## src/rtl/byte_scan_pkg.sv

```systemverilog
package byte_scan_pkg;

   // Falling edge of a sampled strobe: previous sample high, present sample low.
   function automatic logic strobe_fell(input logic prev_s, input logic cur_s);
      return prev_s & ~cur_s;
   endfunction

   // Width needed for the scan state: values 0..num_bytes+1, where 0 is illegal.
   function automatic int state_width(input int num_bytes);
      int w;
      w = 1;
      while ((1 << w) < (num_bytes + 2)) w++;
      return w;
   endfunction

endpackage

```

## src/rtl/scan_edge_det.sv

```systemverilog
module scan_edge_det
   import byte_scan_pkg::*;
(
   input  logic clk,
   input  logic rst_n,
   input  logic scan_in,
   output logic fall_o
);

   logic scan_q;

   always_ff @(posedge clk or negedge rst_n) begin
      if (!rst_n) scan_q <= 1'b0;
      else        scan_q <= scan_in;
   end

   assign fall_o = strobe_fell(scan_q, scan_in);

endmodule

```

## src/rtl/scan_seq.sv

```systemverilog
module scan_seq #(
   parameter int NUM_BYTES = 4,
   parameter int SEL_W     = 3
) (
   input  logic             clk,
   input  logic             rst_n,
   input  logic             scan_rst_n,
   input  logic             en_n,
   input  logic             fall,
   output logic [SEL_W-1:0] state_o,
   output logic             done_o
);

   localparam logic [SEL_W-1:0] FIRST_ST = SEL_W'(1);
   localparam logic [SEL_W-1:0] DONE_ST  = SEL_W'(NUM_BYTES + 1);

   logic [SEL_W-1:0] state;
   logic             illegal;

   assign illegal = (state == '0) || (state > DONE_ST);

   always_ff @(posedge clk or negedge rst_n) begin
      if (!rst_n)                                   state <= FIRST_ST;
      else if (!scan_rst_n)                         state <= FIRST_ST;
      else if (illegal)                             state <= FIRST_ST;
      else if (!en_n && fall && state != DONE_ST)   state <= state + SEL_W'(1);
   end

   assign state_o = state;
   assign done_o  = (state == DONE_ST);

endmodule

```

## src/rtl/byte_sel_mux.sv

```systemverilog
module byte_sel_mux #(
   parameter int WORD_W    = 32,
   parameter int BYTE_W    = 8,
   parameter int SEL_W     = 3,
   parameter bit IDLE_ZERO = 1'b1
) (
   input  logic [WORD_W-1:0] word,
   input  logic [SEL_W-1:0]  state,
   input  logic              oe,
   output logic [BYTE_W-1:0] byte_o
);

   localparam int NUM_BYTES = WORD_W / BYTE_W;

   logic [BYTE_W-1:0] lanes [NUM_BYTES];
   logic [BYTE_W-1:0] pick;

   for (genvar g = 0; g < NUM_BYTES; g++) begin : g_lane
      assign lanes[g] = word[g*BYTE_W +: BYTE_W];
   end

   always_comb begin
      pick = '0;
      for (int i = 0; i < NUM_BYTES; i++) begin
         if (state == SEL_W'(i + 1)) pick = lanes[i];
      end
   end

   if (IDLE_ZERO) begin : g_idle_zero
      assign byte_o = oe ? pick : '0;
   end else begin : g_idle_pass
      assign byte_o = pick;
   end

endmodule

```

## src/rtl/byte_scan_rdout.sv

```systemverilog
module byte_scan_rdout
   import byte_scan_pkg::*;
#(
   parameter int WORD_W    = 32,
   parameter int BYTE_W    = 8,
   parameter bit IDLE_ZERO = 1'b1
) (
   input  logic              clk,
   input  logic              rst_n,
   input  logic              scan,
   input  logic              en_n,
   input  logic              scan_rst_n,
   input  logic [WORD_W-1:0] word,
   output logic [BYTE_W-1:0] bus_byte,
   output logic              bus_oe,
   output logic              chain_n
);

   localparam int NUM_BYTES = WORD_W / BYTE_W;
   localparam int SEL_W     = state_width(NUM_BYTES);

   if (BYTE_W < 1) begin : g_bad_byte
      $error("byte_scan_rdout: BYTE_W must be at least 1");
   end
   if (WORD_W % BYTE_W != 0) begin : g_bad_ratio
      $error("byte_scan_rdout: WORD_W must be a multiple of BYTE_W");
   end
   if (NUM_BYTES < 1) begin : g_bad_count
      $error("byte_scan_rdout: at least one byte is required");
   end

   logic             fall;
   logic [SEL_W-1:0] cur_state;
   logic             done;

   scan_edge_det u_edge (
      .clk     (clk),
      .rst_n   (rst_n),
      .scan_in (scan),
      .fall_o  (fall)
   );

   scan_seq #(
      .NUM_BYTES (NUM_BYTES),
      .SEL_W     (SEL_W)
   ) u_seq (
      .clk        (clk),
      .rst_n      (rst_n),
      .scan_rst_n (scan_rst_n),
      .en_n       (en_n),
      .fall       (fall),
      .state_o    (cur_state),
      .done_o     (done)
   );

   assign bus_oe  = scan & ~en_n & scan_rst_n & ~done;
   assign chain_n = ~done;

   byte_sel_mux #(
      .WORD_W    (WORD_W),
      .BYTE_W    (BYTE_W),
      .SEL_W     (SEL_W),
      .IDLE_ZERO (IDLE_ZERO)
   ) u_mux (
      .word   (word),
      .state  (cur_state),
      .oe     (bus_oe),
      .byte_o (bus_byte)
   );

endmodule

```

## config.mk

```make
export PLATFORM = sky130hd
export DESIGN_NAME = byte_scan_rdout
export DESIGN_NICKNAME = d
export VERILOG_FILES = /design/src/rtl/byte_scan_pkg.sv /design/src/rtl/scan_edge_det.sv /design/src/rtl/scan_seq.sv /design/src/rtl/byte_sel_mux.sv /design/src/rtl/byte_scan_rdout.sv
export SDC_FILE = /design/constraint.sdc
export NUM_CORES = 1
export LEC_CHECK = 0
export ABC_AREA = 1
export BUFFER_PORTS_ARGS = -buffer_cell sky130_fd_sc_hd__buf_2
export CORE_UTILIZATION = 42
export DETAILED_ROUTE_END_ITERATION = 7
export PLACE_DENSITY = 0.79
export SLEW_MARGIN = 10
export SYNTH_ARGS = -nofsm -noshare
export SYNTH_HDL_FRONTEND = slang
export SYNTH_SLANG_ARGS = --single-unit
```

## constraint.sdc

```tcl
create_clock -name clk -period 2.1 [get_ports clk]
set_input_delay 0.315 -clock clk [delete_from_list [all_inputs] [get_ports clk]]
set_output_delay 0.315 -clock clk [all_outputs]
set_load 0.05 [all_outputs]
```

## Word level (Yosys, flattened, before mapping)

Cells that the tools add are included.

| word-level totals | value |
|---|---|
| bits in latches | 0 |
| word-level logic and storage cells | 31 |
| bits of input ports | 37 |
| RAM bits | 0 |
| register bits after elaboration | 4 |
| output and inout port bits | 10 |
| ROM bits | 0 |
| memories kept | 0 |

| cells by class | value |
|---|---|
| $lt $le $gt $ge | 1 |
| eq/ne operators | 7 |
| shifts and indexed selects | 0 |
| bitwise operators | 7 |
| $add $sub $neg | 1 |
| multiplexer cells | 8 |
| reduce and logical (&&, ||, !) cells | 5 |
| divide/modulo/power cells | 0 |
| multiply operators | 0 |

Operator list:

| operator | number |
|---|---|
| $mux 8 | 5 |
| $mux 3 | 3 |
| $eq 3x2->1 const B | 2 |
| $eq 3x3->1 const B | 2 |
| $and 1x1->1 | 4 |
| $add 3x1->3 const B | 1 |
| $eq 3x1->1 const B | 1 |
| $gt 3x3->1 const B | 1 |
| $logic_not 3->1 | 1 |
| $ne 3x1->1 const B | 1 |
| $ne 3x3->1 const B | 1 |
| $not 1->1 | 3 |
| $logic_and 1x1->1 | 2 |
| $logic_not 1->1 | 1 |
| $logic_or 1x1->1 | 1 |

## Logic depth before layout (Yosys ltp)

Gate-level depths: netlist of the first run.

| logic depth | value |
|---|---|
| depth in word-level cells | 7 |
| depth in mapped cells | 9 |

## Hierarchy

A second synthesis of the first run with hierarchy kept.

| second synthesis, totals | value |
|---|---|
| cells, all modules | 127 |
| area total of the unflattened synthesis | 693.2 um^2 |

Modules (own cells, without submodules):

| module | times used | seq. area each (um^2) | cells each | area an instance (um^2) |
|---|---|---|---|---|
| byte_sel_mux | 1 | 0.0 | 92 | 415.4 |
| scan_seq | 1 | 76.3 | 27 | 219.0 |
| scan_edge_det | 1 | 25.0 | 3 | 35.0 |
| byte_scan_rdout | 1 | 0.0 | 5 | 23.8 |

## Worst setup path after synthesis of the first run

Ideal clock, no wire load.

| timing | value |
|---|---|
| path kind | register to output |
| start | reg u_seq.state[1], in the netlist u_seq.state_o[1] |
| end | out bus_oe |
| slack | -0.564 ns |
| stages on the path, launching flop included | 7 |
| data arrival time | 2.349 ns |
| data required time | 1.785 ns |
| cells stage by stage | dfrtp_1 -> inv_1 -> ha_1 -> buf_4 -> nand2_1 -> inv_1 -> nor4_1 |

| between the ends | value |
|---|---|
| longest elaborated chain between the ends | 3 |

RTL lines:

| what | line | source |
|---|---|---|
| from (decl) | scan_seq.sv:17 | `logic [SEL_W-1:0] state;` |
| from (signal assigned) | scan_seq.sv:26 | `else if (!en_n && fall && state != DONE_ST) state <= state + SEL_W'(1);` |
| $eq 3x3->1 | scan_seq.sv:30 | `assign done_o = (state == DONE_ST);` |
| $not 1->1 | byte_scan_rdout.sv:56 | `assign bus_oe = scan & ~en_n & scan_rst_n & ~done;` |
| $and 1x1->1 | byte_scan_rdout.sv:56 |  |
| to (decl) | byte_scan_rdout.sv:15 | `output logic bus_oe,` |

No other way between the ends.

## Worst setup path after layout of the first run

| timing | value |
|---|---|
| start | reg u_seq.state[0], in the netlist u_seq.state_o[0] |
| end | out bus_byte[1] |

| between the ends | value |
|---|---|
| longest elaborated chain between the ends | 6 |
| elaborated cells between the ends (all ways) | 12 |
| those cells by class | eq/ne (5); mux (5); bitwise (2) |

RTL lines:

| what | line | source |
|---|---|---|
| $eq 3x1->1 | byte_sel_mux.sv:25 | `if (state == SEL_W'(i + 1)) pick = lanes[i];` |
| $mux 8 (4 in a row) | byte_sel_mux.sv:25 |  |
| $mux 8 (*) | byte_sel_mux.sv:30 | `assign byte_o = oe ? pick : '0;` |
| to (decl) | byte_scan_rdout.sv:14 | `output logic [BYTE_W-1:0] bus_byte,` |

Every way passes the cells marked *; elsewhere a longest branch is shown, timed or not.

==> results of run 1 <==
==> power breakdown <==
group / switching, uW / internal [uW]
clock network: 32.1 / 71.3
logic: 122 / 86.5
registers: 7.09 / 82.8
==> final timing paths <==
| kind | slack, ns | end | cells after the start |
|---|---|---|---|
| worst min-delay path | 0.20 | u_edge.scan_q$_DFF_PN0_ | 1 |
| max in group asynchronous | 1.48 | u_seq.state_o[0]$_DFFE_PN1P_ | 2 |
| min in group asynchronous | 0.41 | u_edge.scan_q$_DFF_PN0_ | 2 |
| worst min register to register | 0.61 | u_seq.state_o[1]$_DFFE_PN0P_ | 2 |
| worst max register to register | 0.50 | u_seq.state_o[1]$_DFFE_PN0P_ | 8 |
| worst max-delay path | -0.007 | bus_byte[1] | 8 |
==> repair_timing <==
item | 4_1_cts | 5_1_grt
endpoints found under the hold margin | 3 | 0
hold buffers | 1 | 0
endpoints found under the setup margin | 10 | 9
resized for setup | 23 | 15
pin swaps | 1 | 3
buffers inserted | 1 | 2
gates cloned | 0 | 1
==> cell usage in the layout, fill, tap and decap left out, drive strengths merged <==
cell type    Yosys  layout
buf              5      50
nand2           44      45
inv             27      27
nand3           26      26
a21oi            9       9
or2              8       8
nor2             7       7
clkbuf           0       5
ha               5       5
dfrtp            3       3
nor4             1       1
nor3             1       1
nand4            1       1
dlygate4sd3      0       1
dfstp            1       1
==> routing by layer <==
layer	part of all wire, %	wire length [um]	global-route usage, %	vias up
met1	40	994	20.10	465
met4	4.3	107	14.55	0
met3	4.2	104	0.4082	12
li1	-	-	-	531
met2	52	1299	44.12	41
met5	0	0	0	-
==> through the flow <==
step                      hold WS (ns)  worst slack (ns)  instances  cell area [um^2]  utilization (%)
after global placement          0.1199           0.07003        206              1039            60.81
after CTS                       0.1859          0.004220        212              1149            67.25
after floorplan                0.01941           0.02392        138             799.5                -
after global routing            0.1905          -0.05113        215              1246            72.97
after detailed placement        0.1226          0.002059        206              1039            60.81
final                           0.1966         -0.006567        215              1246            72.97
==> area by class of cell <==
cell class / instances / area share (%)
clock buffers: 4 / 2.108
well taps: 25 / 2.510
flip-flops and latches: 4 / 8.233
inverters: 27 / 8.132
multi-input cells: 103 / 51.20
repair buffers: 52 / 27.81
==> kinds of logic (layout without fill, tap and decap cells) <==
family	Yosys count	after routing	synth area share, %
and+or+nand+nor	88	89	54.43
adders and majority gates	5	5	8.197
DFF	4	4	13.28
buffers and inverters	32	83	18.20
AOI/OAI and AO/OA	9	9	5.901
==> state kept, by name (all words and copies together) (netlist names) <==
name and cells:
u_seq.state_o 3, u_edge.scan_q 1
==> worst register-to-register path: stages (launching register included) <==
cell,delay [ns]
dfrtp_1,0.40
inv_1,0.14
ha_4,0.23
nand2_2,0.24
inv_1,0.11
nor2_1,0.21
nand2_1,0.08
nand2_1,0.06
nor2_1,0.04
==> impl_metrics.json, run 1 <==
{
  "wl_per_cell_um": 11.66,
  "via_per_inst": 4.879,
  "path_max_fanout": 8,
  "finalNetCount": 233,
  "cp_cell_sequence": "inv_2 > ha_2 > inv_2 > nor2_4 > nand2_2 > nand3_2 > a21oi_2 > buf_6",
  "place_congestion": 0.7950,
  "synth_most_common_cell": "nand2_1",
  "yosys.area.top_type_share_pct": 21.64,
  "n_fill_cell": 147,
  "yosysUniqueCellTypes": 16,
  "via_count": 1049,
  "synth_edf_count": 0,
  "synth-main-ff-cell": "dfrtp_1",
  "grt_usage_pct": 21.55,
  "hp-start": "scan",
  "synth.ff_latch_count": 4,
  "portBuffers": 46,
  "r2r-start": "u_seq.state_o[1]$_DFFE_PN0P_",
  "violations": "setup timing",
  "avgSynthCellArea_um2": 5.531,
  "end_kind": "primary output",
  "p_leak_uw": 0.0006888,
  "insertedDiodeCount": 0,
  "crit_type": "register to primary output",
  "clk_latency_ns": 0.24,
  "io_pins": 47,
  "antenna_found_initial": 0,
  "finalHoldViolations": 0,
  "drc_errors": 0,
  "clk_path_buf_depth": 2,
  "final.period_utilization_pct": 100.3,
  "dp_hpwl_mm": 1.675,
  "slew_violations": 0,
  "ys_top_cells_by_count": "nand2_1 (44), inv_1 (27), nand3_1 (26)",
  "worst_slack_ns": -0.006567,
  "ant_nets": 0,
  "rsz0062_at_grt": "yes",
  "p_per_area_nw_per_um2": 322.2,
  "synth_warnings": 0,
  "fmax_mhz": 474.7,
  "numCtsBuffers": 3,
  "setup-tns-final_ns": -0.006567,
  "layout_min_cycle_time_ns": 2.107,
  "drive_gt1_share_pct": 46.32,
  "initial_core_util_pct": 44.69,
  "relSlewSlack_pct": 76.26,
  "grt_max_degree": 15,
  "die_w_um": 44.63,
  "synth_cells": 138,
  "syn-cell-area_um2": 763.2,
  "dr.pass1.iters": 4,
  "cts.sinks": 4,
  "routed_wl_mm": 2.506,
  "clockRootBuffer": "clkbuf_4",
  "slowest_stage": "dfstp_2",
  "path_common_cell": "inv_2",
  "num_rows": 15,
  "grt_pass1_wl_mm": 3.139,
  "area_delta_synth_final_pct": 63.28,
  "hp-class": "input pin to register",
  "multi_input_area_um2": 638.1,
  "async_flop_share_pct": 100.0,
  "syn_nets": 180,
  "status": "complete, but fails checks",
  "max_stage_delay_ns": 0.57,
  "die_y_um": 44.63,
  "required_ns": 1.78,
  "arrival_ns": 1.79,
  "ir_worst_vdd_mv": 0.2845,
  "synth_top_cell_by_area": "nand2_1",
  "maxCapViolations": 0,
  "cts_tree": "yes",
  "coreArea_um2": 1708,
  "worstMarginPinSlew_ns": 0.3550,
  "clkTransAtPathRegs_ns": 0.04,
  "htreeDepth": 1,
  "cp-startpoint": "u_seq.state_o[0]$_DFFE_PN1P_",
  "total_power_uw": 401.6,
  "crit_buf_inv": 3,
  "grt_pass1_vias": 853,
  "setup_viol": 1,
  "path_delay_family": "flip-flops",
  "synth_top_cells_by_area": "nand2_1 (22%), nand3_1 (17%), inv_1 (13%)",
  "yosysSeqAreaShare_pct": 13.28,
  "fin_skew_ns": 0.006993,
  "die-area_um2": 1992,
  "drtIter0Drc": 18,
  "grt-ovfl-total": 0,
  "cp-start-kind": "register",
  "seq_area_um2": 102.6
}
(Power assumes the default switching activity.)
==> inputs of run 2 (changes only) <==
ABC_AREA = not set   (was 1)
CORE_UTILIZATION = 36   (was 42)
PLACE_DENSITY = 0.77   (was 0.79)
SETUP_SLACK_MARGIN = 0.05   (was not set)
==> run 2 against run 1 <==
The run now fails in 4_1_cts. Synthesized cell count fell by 50%. Area after synthesis down 30%.
==> impl_metrics.json, run 2 <==
{
  "post_dp_cell_area_um2": 1031,
  "avgSynthCellArea_um2": 7.797,
  "yosysUniqueCellTypes": 24,
  "place_congestion": 0.7418,
  "cts-hold-fix-buffers": 1,
  "error": "[ERROR DPL-0033] detailed placement checks failed during check placement.",
  "lastStage": "4_1_cts",
  "numCtsBuffers": 3,
  "ys_top_cells_by_count": "nand2_1 (9), nor2_1 (9), a211oi_1 (8), a221oi_1 (8)",
  "initial_core_util_pct": 39.85,
  "num_rows": 13,
  "io_pins": 47,
  "syn_nets": 111,
  "synth-main-ff-cell": "dfrtp_1",
  "postCtsSetupRepairBufs": 10,
  "async_flop_share_pct": 100.0,
  "synth_warnings": 0,
  "syn-cell-area_um2": 538.0,
  "die_y_um": 40.66,
  "clk_path_buf_depth": 2,
  "synth_top_cell_by_area": "dfrtp_1",
  "htreeDepth": 1,
  "dp.cells": 146,
  "synth_cells": 69,
  "synth_edf_count": 0,
  "cts.sinks": 4,
  "yosys.area.top_type_share_pct": 13.95,
  "dp_hpwl_mm": 1.669,
  "synth.ff_latch_count": 4,
  "die_w_um": 40.66,
  "status": "stopped before the end",
  "cts_resized": 49,
  "yosysSeqAreaShare_pct": 18.84,
  "portBuffers": 46,
  "synth_top_cells_by_area": "dfrtp_1 (14%), a221oi_1 (13%), ha_1 (12%)",
  "clockRootBuffer": "clkbuf_4"
}
## run 2: cell types whose count changed after synthesis, moves of 3 or more
cell	previous run	this run
nand3_1	26	2
o21ai_0	0	3
a21oi_1	9	2
inv_1	27	5
a221oi_1	0	8
nand2_1	44	9
or2_2	6	0
a211oi_1	0	8
buf_4	3	0
## run 2: cells by family after synthesis
| family | count (synthesis) | share of synthesized area, % |
|---|---|---|
| buffers and inverters | 8 | 7.208 |
| AND/OR/NAND/NOR | 29 | 30.47 |
| adder cells (fa/ha/maj) | 5 | 11.63 |
| flip-flops | 4 | 18.84 |
| AO/OA/AOI/OAI | 23 | 31.86 |
## run 2: per-stage QoR
step	util (%)	worst slack (ns)
after floorplan	-	-0.6435
after global placement	76.37	-0.1609
after detailed placement	76.37	-0.2120
==> inputs of run 3 (changes only) <==
CORE_AREA = 2 2 63 65   (was not set)
CORE_UTILIZATION = not set   (was 36)
DIE_AREA = 0 0 65 67   (was not set)
PLACE_DENSITY = not set   (was 0.77)
PLACE_DENSITY_LB_ADDON = 0.15   (was not set)
SETUP_SLACK_MARGIN = not set   (was 0.05)
==> run 3 against run 2 <==
The flow now finishes, with violations (setup timing). Synthesized cell count unchanged. Area after synthesis is the same.
==> impl_metrics.json, run 3 <==
{
  "r2r-start": "u_seq.state_o[1]$_DFFE_PN0P_",
  "yosys.area.top_type_share_pct": 13.95,
  "avgSynthCellArea_um2": 7.797,
  "htreeDepth": 1,
  "yosysUniqueCellTypes": 24,
  "required_ns": 1.78,
  "syn-cell-area_um2": 538.0,
  "clkTransAtPathRegs_ns": 0.03,
  "fin_cells": 189,
  "wl_per_cell_um": 11.21,
  "p_leak_uw": 0.0005948,
  "ys_top_cells_by_count": "nand2_1 (9), nor2_1 (9), a211oi_1 (8), a221oi_1 (8)",
  "via_per_inst": 4.143,
  "grt_pass1_vias": 690,
  "initial_core_util_pct": 14.92,
  "finalHoldViolations": 0,
  "synth.ff_latch_count": 4,
  "p_sw_uw": 155.3,
  "synth_edf_count": 0,
  "cp_cell_sequence": "inv_2 > ha_4 > nor4b_4 > buf_4 > buf_6 > a221oi_4 > a211oi_4 > buf_6",
  "path_max_fanout": 4,
  "dp_hpwl_mm": 1.617,
  "routed_wl_mm": 2.118,
  "arrival_ns": 2.03,
  "total_power_uw": 501.5,
  "met1_length_um": 826,
  "via_count": 783,
  "cp-start-kind": "register",
  "rsz0062_at_grt": "yes",
  "synth_cells": 69,
  "seqPwrFrac_pct": 16.8,
  "final.period_utilization_pct": 111.7,
  "synth_top_cells_by_area": "dfrtp_1 (14%), a221oi_1 (13%), ha_1 (12%)",
  "cp-startpoint": "u_seq.state_o[0]$_DFFE_PN1P_",
  "slew_violations": 0,
  "fmax_mhz": 426.5,
  "finalNetCount": 184,
  "hp-class": "input pin to register",
  "die_w_um": 65,
  "ir_worst_vdd_mv": 0.2504,
  "max_stage_delay_ns": 0.55,
  "antenna_found_initial": 0,
  "worst_slack_ns": -0.2449,
  "numCtsBuffers": 3,
  "final_util_pct": 40.15,
  "clk_path_buf_depth": 2,
  "worst_r2r_path_depth": 7,
  "crit_type": "register to primary output",
  "synth-main-ff-cell": "dfrtp_1",
  "grt_max_degree": 10,
  "power.internal_uw": 346.2,
  "layout_min_cycle_time_ns": 2.345,
  "setup-tns-final_ns": -1.895,
  "io_pins": 47,
  "final_cell_mix": "buf_2 (37), buf_6 (15), buf_4 (14)",
  "path_common_cell": "buf_6",
  "end_kind": "primary output",
  "fin_skew_ns": 0.003132,
  "syn_nets": 111,
  "synth_warnings": 0,
  "hp-start": "scan",
  "cts_tree": "yes",
  "num_rows": 22,
  "dr.pass1.iters": 2,
  "power_frac_clock_pct": 33.4,
  "portBuffers": 46,
  "slowest_stage": "dfstp_2",
  "reg2reg_to": "u_seq.state_o[1]$_DFFE_PN0P_",
  "top_layer_used": "met3",
  "worstMarginPinSlew_ns": 0.5900,
  "n_fill_cell": 367,
  "relSlewSlack_pct": 60.17,
  "grt_pass1_wl_mm": 2.973,
  "layout_commonest_cell": "buf_2",
  "min_path_cells": 1,
  "wl_met2_mm": 1.130,
  "async_flop_share_pct": 100.0,
  "clk_latency_ns": 0.21,
  "combPwrFrac_pct": 49.8,
  "die_y_um": 67,
  "largest_register_ffs": 3,
  "seq_area_um2": 101.3,
  "hold_path_end": "u_edge.scan_q$_DFF_PN0_",
  "p_per_area_nw_per_um2": 346.4,
  "violations": "setup timing",
  "setup_viol": 9,
  "drtIter0Drc": 21,
  "cts.sinks": 4,
  "coreArea_um2": 3606,
  "wl_met3_um": 160,
  "status": "complete, but fails checks",
  "drc_errors": 0,
  "grt-ovfl-total": 0,
  "post_dp_cell_area_um2": 1047,
  "clockRootBuffer": "clkbuf_8",
  "swShare_pct": 30.97,
  "die-area_um2": 4355,
  "stdcell_area_um2": 1448,
  "multi_input_area_um2": 666.9,
  "ant_nets": 0,
  "drive_gt1_share_pct": 75.89,
  "yosysSeqAreaShare_pct": 18.84,
  "area_delta_synth_final_pct": 169.1,
  "insertedDiodeCount": 0,
  "r2r_slack_ns": 0.40,
  "maxCapViolations": 0,
  "place_congestion": 0.7141,
  "dp.cells": 174,
  "grt_usage_pct": 8.485,
  "synth_top_cell_by_area": "dfrtp_1"
}
-- run 3: layout make-up --
| type | instances | share of cell area (%) |
|---|---|---|
| multi-input combinational | 57 | 46.07 |
| timing repair buffer | 71 | 37.94 |
| sequential | 4 | 7.001 |
| inverter | 5 | 1.729 |
| tap | 48 | 4.149 |
| clock buffer | 4 | 3.111 |
-- run 3: logic make-up (layout without fill, tap and decap cells) --
family,count (synthesis),in the layout,share of synthesized area [%]
compound gates,23,23,31.86
flops,4,4,18.84
buf+inv,8,80,7.208
fa+ha+maj,5,5,11.63
simple gates,29,29,30.47
-- run 3: worst max-delay path by stage --
stage / endpoint / slack, ns
5_1_grt: bus_byte[5] / -0.32
2_1_floorplan: bus_byte[0] / -0.64
4_1_cts: bus_byte[6] / -0.27
3_3_place_gp: bus_byte[1] / -0.24
6_report: bus_byte[6] / -0.24
3_5_place_dp: bus_byte[6] / -0.28
-- run 3: worst max-delay path, delay by kind of cell, from the launching register on --
family / cells / cell delay, ns
flip-flops: 1 / 0.55
buffers and inverters: 4 / 0.54
AO/OA/AOI/OAI: 2 / 0.32
AND/OR/NAND/NOR: 1 / 0.25
adder cells (fa/ha/maj): 1 / 0.16
-- run 3: routing by layer --
metal	vias to the layer above	GRT usage, %
met2	31	15.72
met3	0	1.520
li1	395	-
met4	0	2.394
met5	-	0
met1	357	9.909
-- run 3: metrics by stage --
step,hold slack (ns),setup WS (ns)
floorplan,0.01941,-0.6435
global placement,0.1253,-0.2418
detailed placement,0.1258,-0.2838
CTS,0.2451,-0.2703
global route,0.2514,-0.3168
finish,0.2533,-0.2449
-- run 3: power groups by stage --
stage	combinational [uW]	clock (uW)	sequential (uW)
5_1_grt	266	180	84.5
3_5_place_dp	169	0	84.7
3_3_place_gp	169	0	84.7
4_1_cts	208	174	83.8
2_1_floorplan	89.6	0	84.7
6_report	250	168	84.1
-- run 3: what timing repair did --
action                                 in CTS  in global routing
buffers inserted                            2                  9
pin swaps                                   7                  3
hold buffers                                1                  0
setup endpoints to repair                   9                  9
endpoints found under the hold margin       3                  0
gates resized for setup                    36                 20
gates cloned                                0                  1
==> inputs of run 4 (changes only) <==
SYNTH_HIERARCHICAL = 1   (was not set)
==> run 4 against run 3 <==
The run now ends clean. Wire length down 14%. Via count fell by 12%. Hold slack gained 0.014 ns. Critical path type unchanged. Critical endpoint is now bus_byte[4]. Largest power group is now the clock network. Highest routed layer is now met4.
==> impl_metrics.json, run 4 <==
{
  "drive_gt1_share_pct": 66.96,
  "path_max_fanout": 8,
  "final_cell_mix": "buf_2 (38), buf_6 (11), mux2i_1 (9)",
  "fin_skew_ns": 0.001555,
  "hp-class": "input pin to register",
  "largest_register_ffs": 3,
  "initial_core_util_pct": 14.57,
  "layout_commonest_cell": "buf_2",
  "cts_tree": "yes",
  "arrival_ns": 1.76,
  "layout_min_cycle_time_ns": 2.071,
  "cts.sinks": 4,
  "synth_top_cell_by_area": "mux2i_1",
  "yosysSeqAreaShare_pct": 19.29,
  "num_rows": 22,
  "grt_pass1_wl_mm": 2.994,
  "insertedDiodeCount": 0,
  "die_y_um": 67,
  "synth_top_cells_by_area": "mux2i_1 (17%), dfrtp_1 (14%), a22oi_1 (10%)",
  "fmax_mhz": 482.8,
  "yosysUniqueCellTypes": 24,
  "clkTransAtPathRegs_ns": 0.03,
  "die_w_um": 65,
  "top_layer_used": "met4",
  "async_flop_share_pct": 100.0,
  "r2r_slack_ns": 0.45,
  "area_delta_synth_final_pct": 105.5,
  "htreeDepth": 1,
  "seqPwrFrac_pct": 20.2,
  "setup_viol": 0,
  "dp_hpwl_mm": 1.491,
  "clockRootBuffer": "clkbuf_8",
  "p_per_area_nw_per_um2": 385.8,
  "antenna_found_initial": 0,
  "wl_met2_um": 863,
  "rsz0062_at_grt": "yes",
  "ir_worst_vdd_mv": 0.3305,
  "grt_pass1_vias": 672,
  "grt_max_degree": 9,
  "wl_met3_um": 241,
  "seq_area_um2": 101.3,
  "met1_length_um": 717,
  "numCtsBuffers": 3,
  "worstMarginPinSlew_ns": 0.3691,
  "synth_cells": 59,
  "io_pins": 47,
  "cp-start-kind": "register",
  "finalHoldViolations": 0,
  "combPwrFrac_pct": 38.2,
  "routed_wl_mm": 1.828,
  "via_per_inst": 4.233,
  "final.period_utilization_pct": 98.63,
  "status": "finished, final reports clean",
  "synth.ff_latch_count": 4,
  "final_util_pct": 29.94,
  "wl_per_cell_um": 11.21,
  "place_congestion": 0.7335,
  "p_sw_uw": 126.2,
  "swShare_pct": 30.29,
  "setup-tns-final_ns": 0,
  "via_count": 690,
  "p_leak_uw": 0.0005301,
  "synth-main-ff-cell": "dfrtp_1",
  "n_fill_cell": 383,
  "relSlewSlack_pct": 75.29,
  "ys_top_cells_by_count": "mux2i_1 (9), o22ai_1 (8), a22oi_1 (7)",
  "crit_type": "register to primary output",
  "yosys.area.top_type_share_pct": 17.14,
  "finalNetCount": 156,
  "die-area_um2": 4355,
  "synth_most_common_cell": "mux2i_1",
  "syn-cell-area_um2": 525.5,
  "maxCapViolations": 0,
  "portBuffers": 46,
  "power_frac_clock_pct": 41.6,
  "end_kind": "primary output",
  "avgSynthCellArea_um2": 8.907,
  "grt-ovfl-total": 0,
  "synth_warnings": 6,
  "clk_latency_ns": 0.22,
  "synth_edf_count": 0,
  "ant_nets": 0,
  "clk_path_buf_depth": 2,
  "slew_violations": 0,
  "syn_nets": 99,
  "multi_input_area_um2": 489.2,
  "dr.pass1.iters": 4,
  "drc_errors": 0,
  "power.internal_uw": 290.4,
  "grt_usage_pct": 8.871,
  "drtIter0Drc": 13,
  "required_ns": 1.78,
  "coreArea_um2": 3606
}
[run 4: worst paths after layout]
kind	from	to	depth (start not counted)
min in group asynchronous	rst_n	u_edge/scan_q$_DFF_PN0_	2
min	scan	u_edge/scan_q$_DFF_PN0_	1
min reg2reg	u_seq/state_o[1]$_DFFE_PN0P_	u_seq/state_o[1]$_DFFE_PN0P_	3
max in group asynchronous	rst_n	u_seq/state_o[0]$_DFFE_PN1P_	2
max reg2reg	u_seq/state_o[0]$_DFFE_PN1P_	u_seq/state_o[0]$_DFFE_PN1P_	6
max	u_seq/state_o[0]$_DFFE_PN1P_	bus_byte[4]	5
[run 4: routing by layer]
metal  GRT usage (%)  up-vias
li1                -      337
met5               0        -
met1           9.788      306
met4           3.191        0
met2           15.34       45
met3           3.547        2
[run 4: repair_timing]
item                                    4_1_cts  5_1_grt
hold buffers                                  1        0
endpoints found under the setup margin        8        8
pin swaps                                    11        1
endpoints found under the hold margin         3        0
gates resized for setup                      25        2
buffers inserted                              3        0
[run 4: metrics by stage]
step	hold slack, ns	std cells	area, um^2	worst slack (ns)	total power (uW)
finish	0.2668	163	1080	0.02869	416.5
global route	0.2676	163	1080	-0.07209	445.0
CTS	0.2587	163	1065	-0.01632	421.8
detailed placement	0.1280	155	893.4	0.01575	221.4
global placement	0.1266	155	893.4	0.06761	222.7
floorplan	0.01941	59	591.8	-0.2789	170.3
[run 4: cell type report]
cell class	instances	area share, %
multi-input cells	47	45.31
repair buffers	56	34.18
flip-flops and latches	4	9.386
well taps	48	5.562
clock buffers	4	4.171
inverters	4	1.390
[run 4: power groups by stage]
stage               registers (uW)  clock network, uW  logic, uW
floorplan                     85.3                  0       85.1
global placement              83.8                  0        139
detailed placement            84.0                  0        137
CTS                           84.0                181        157
global route                  84.3                188        173
finish                        84.0                173        159
[run 4: kinds of logic after synthesis]
family / after synthesis / share of synthesized area [%]
AO/OA/AOI/OAI: 20 / 25.71
AND/OR/NAND/NOR: 15 / 21.43
multiplexers: 9 / 17.14
buffers and inverters: 8 / 9.284
flip-flops: 4 / 19.29
adder cells (fa/ha/maj): 3 / 7.144
[run 4: critical path, cell delays in order, from the launching register on]
cell and delay [ns]:
dfstp_2 0.56, buf_6 0.16, nor2b_4 0.27, a22oi_1 0.17, o22ai_4 0.21, buf_6 0.18
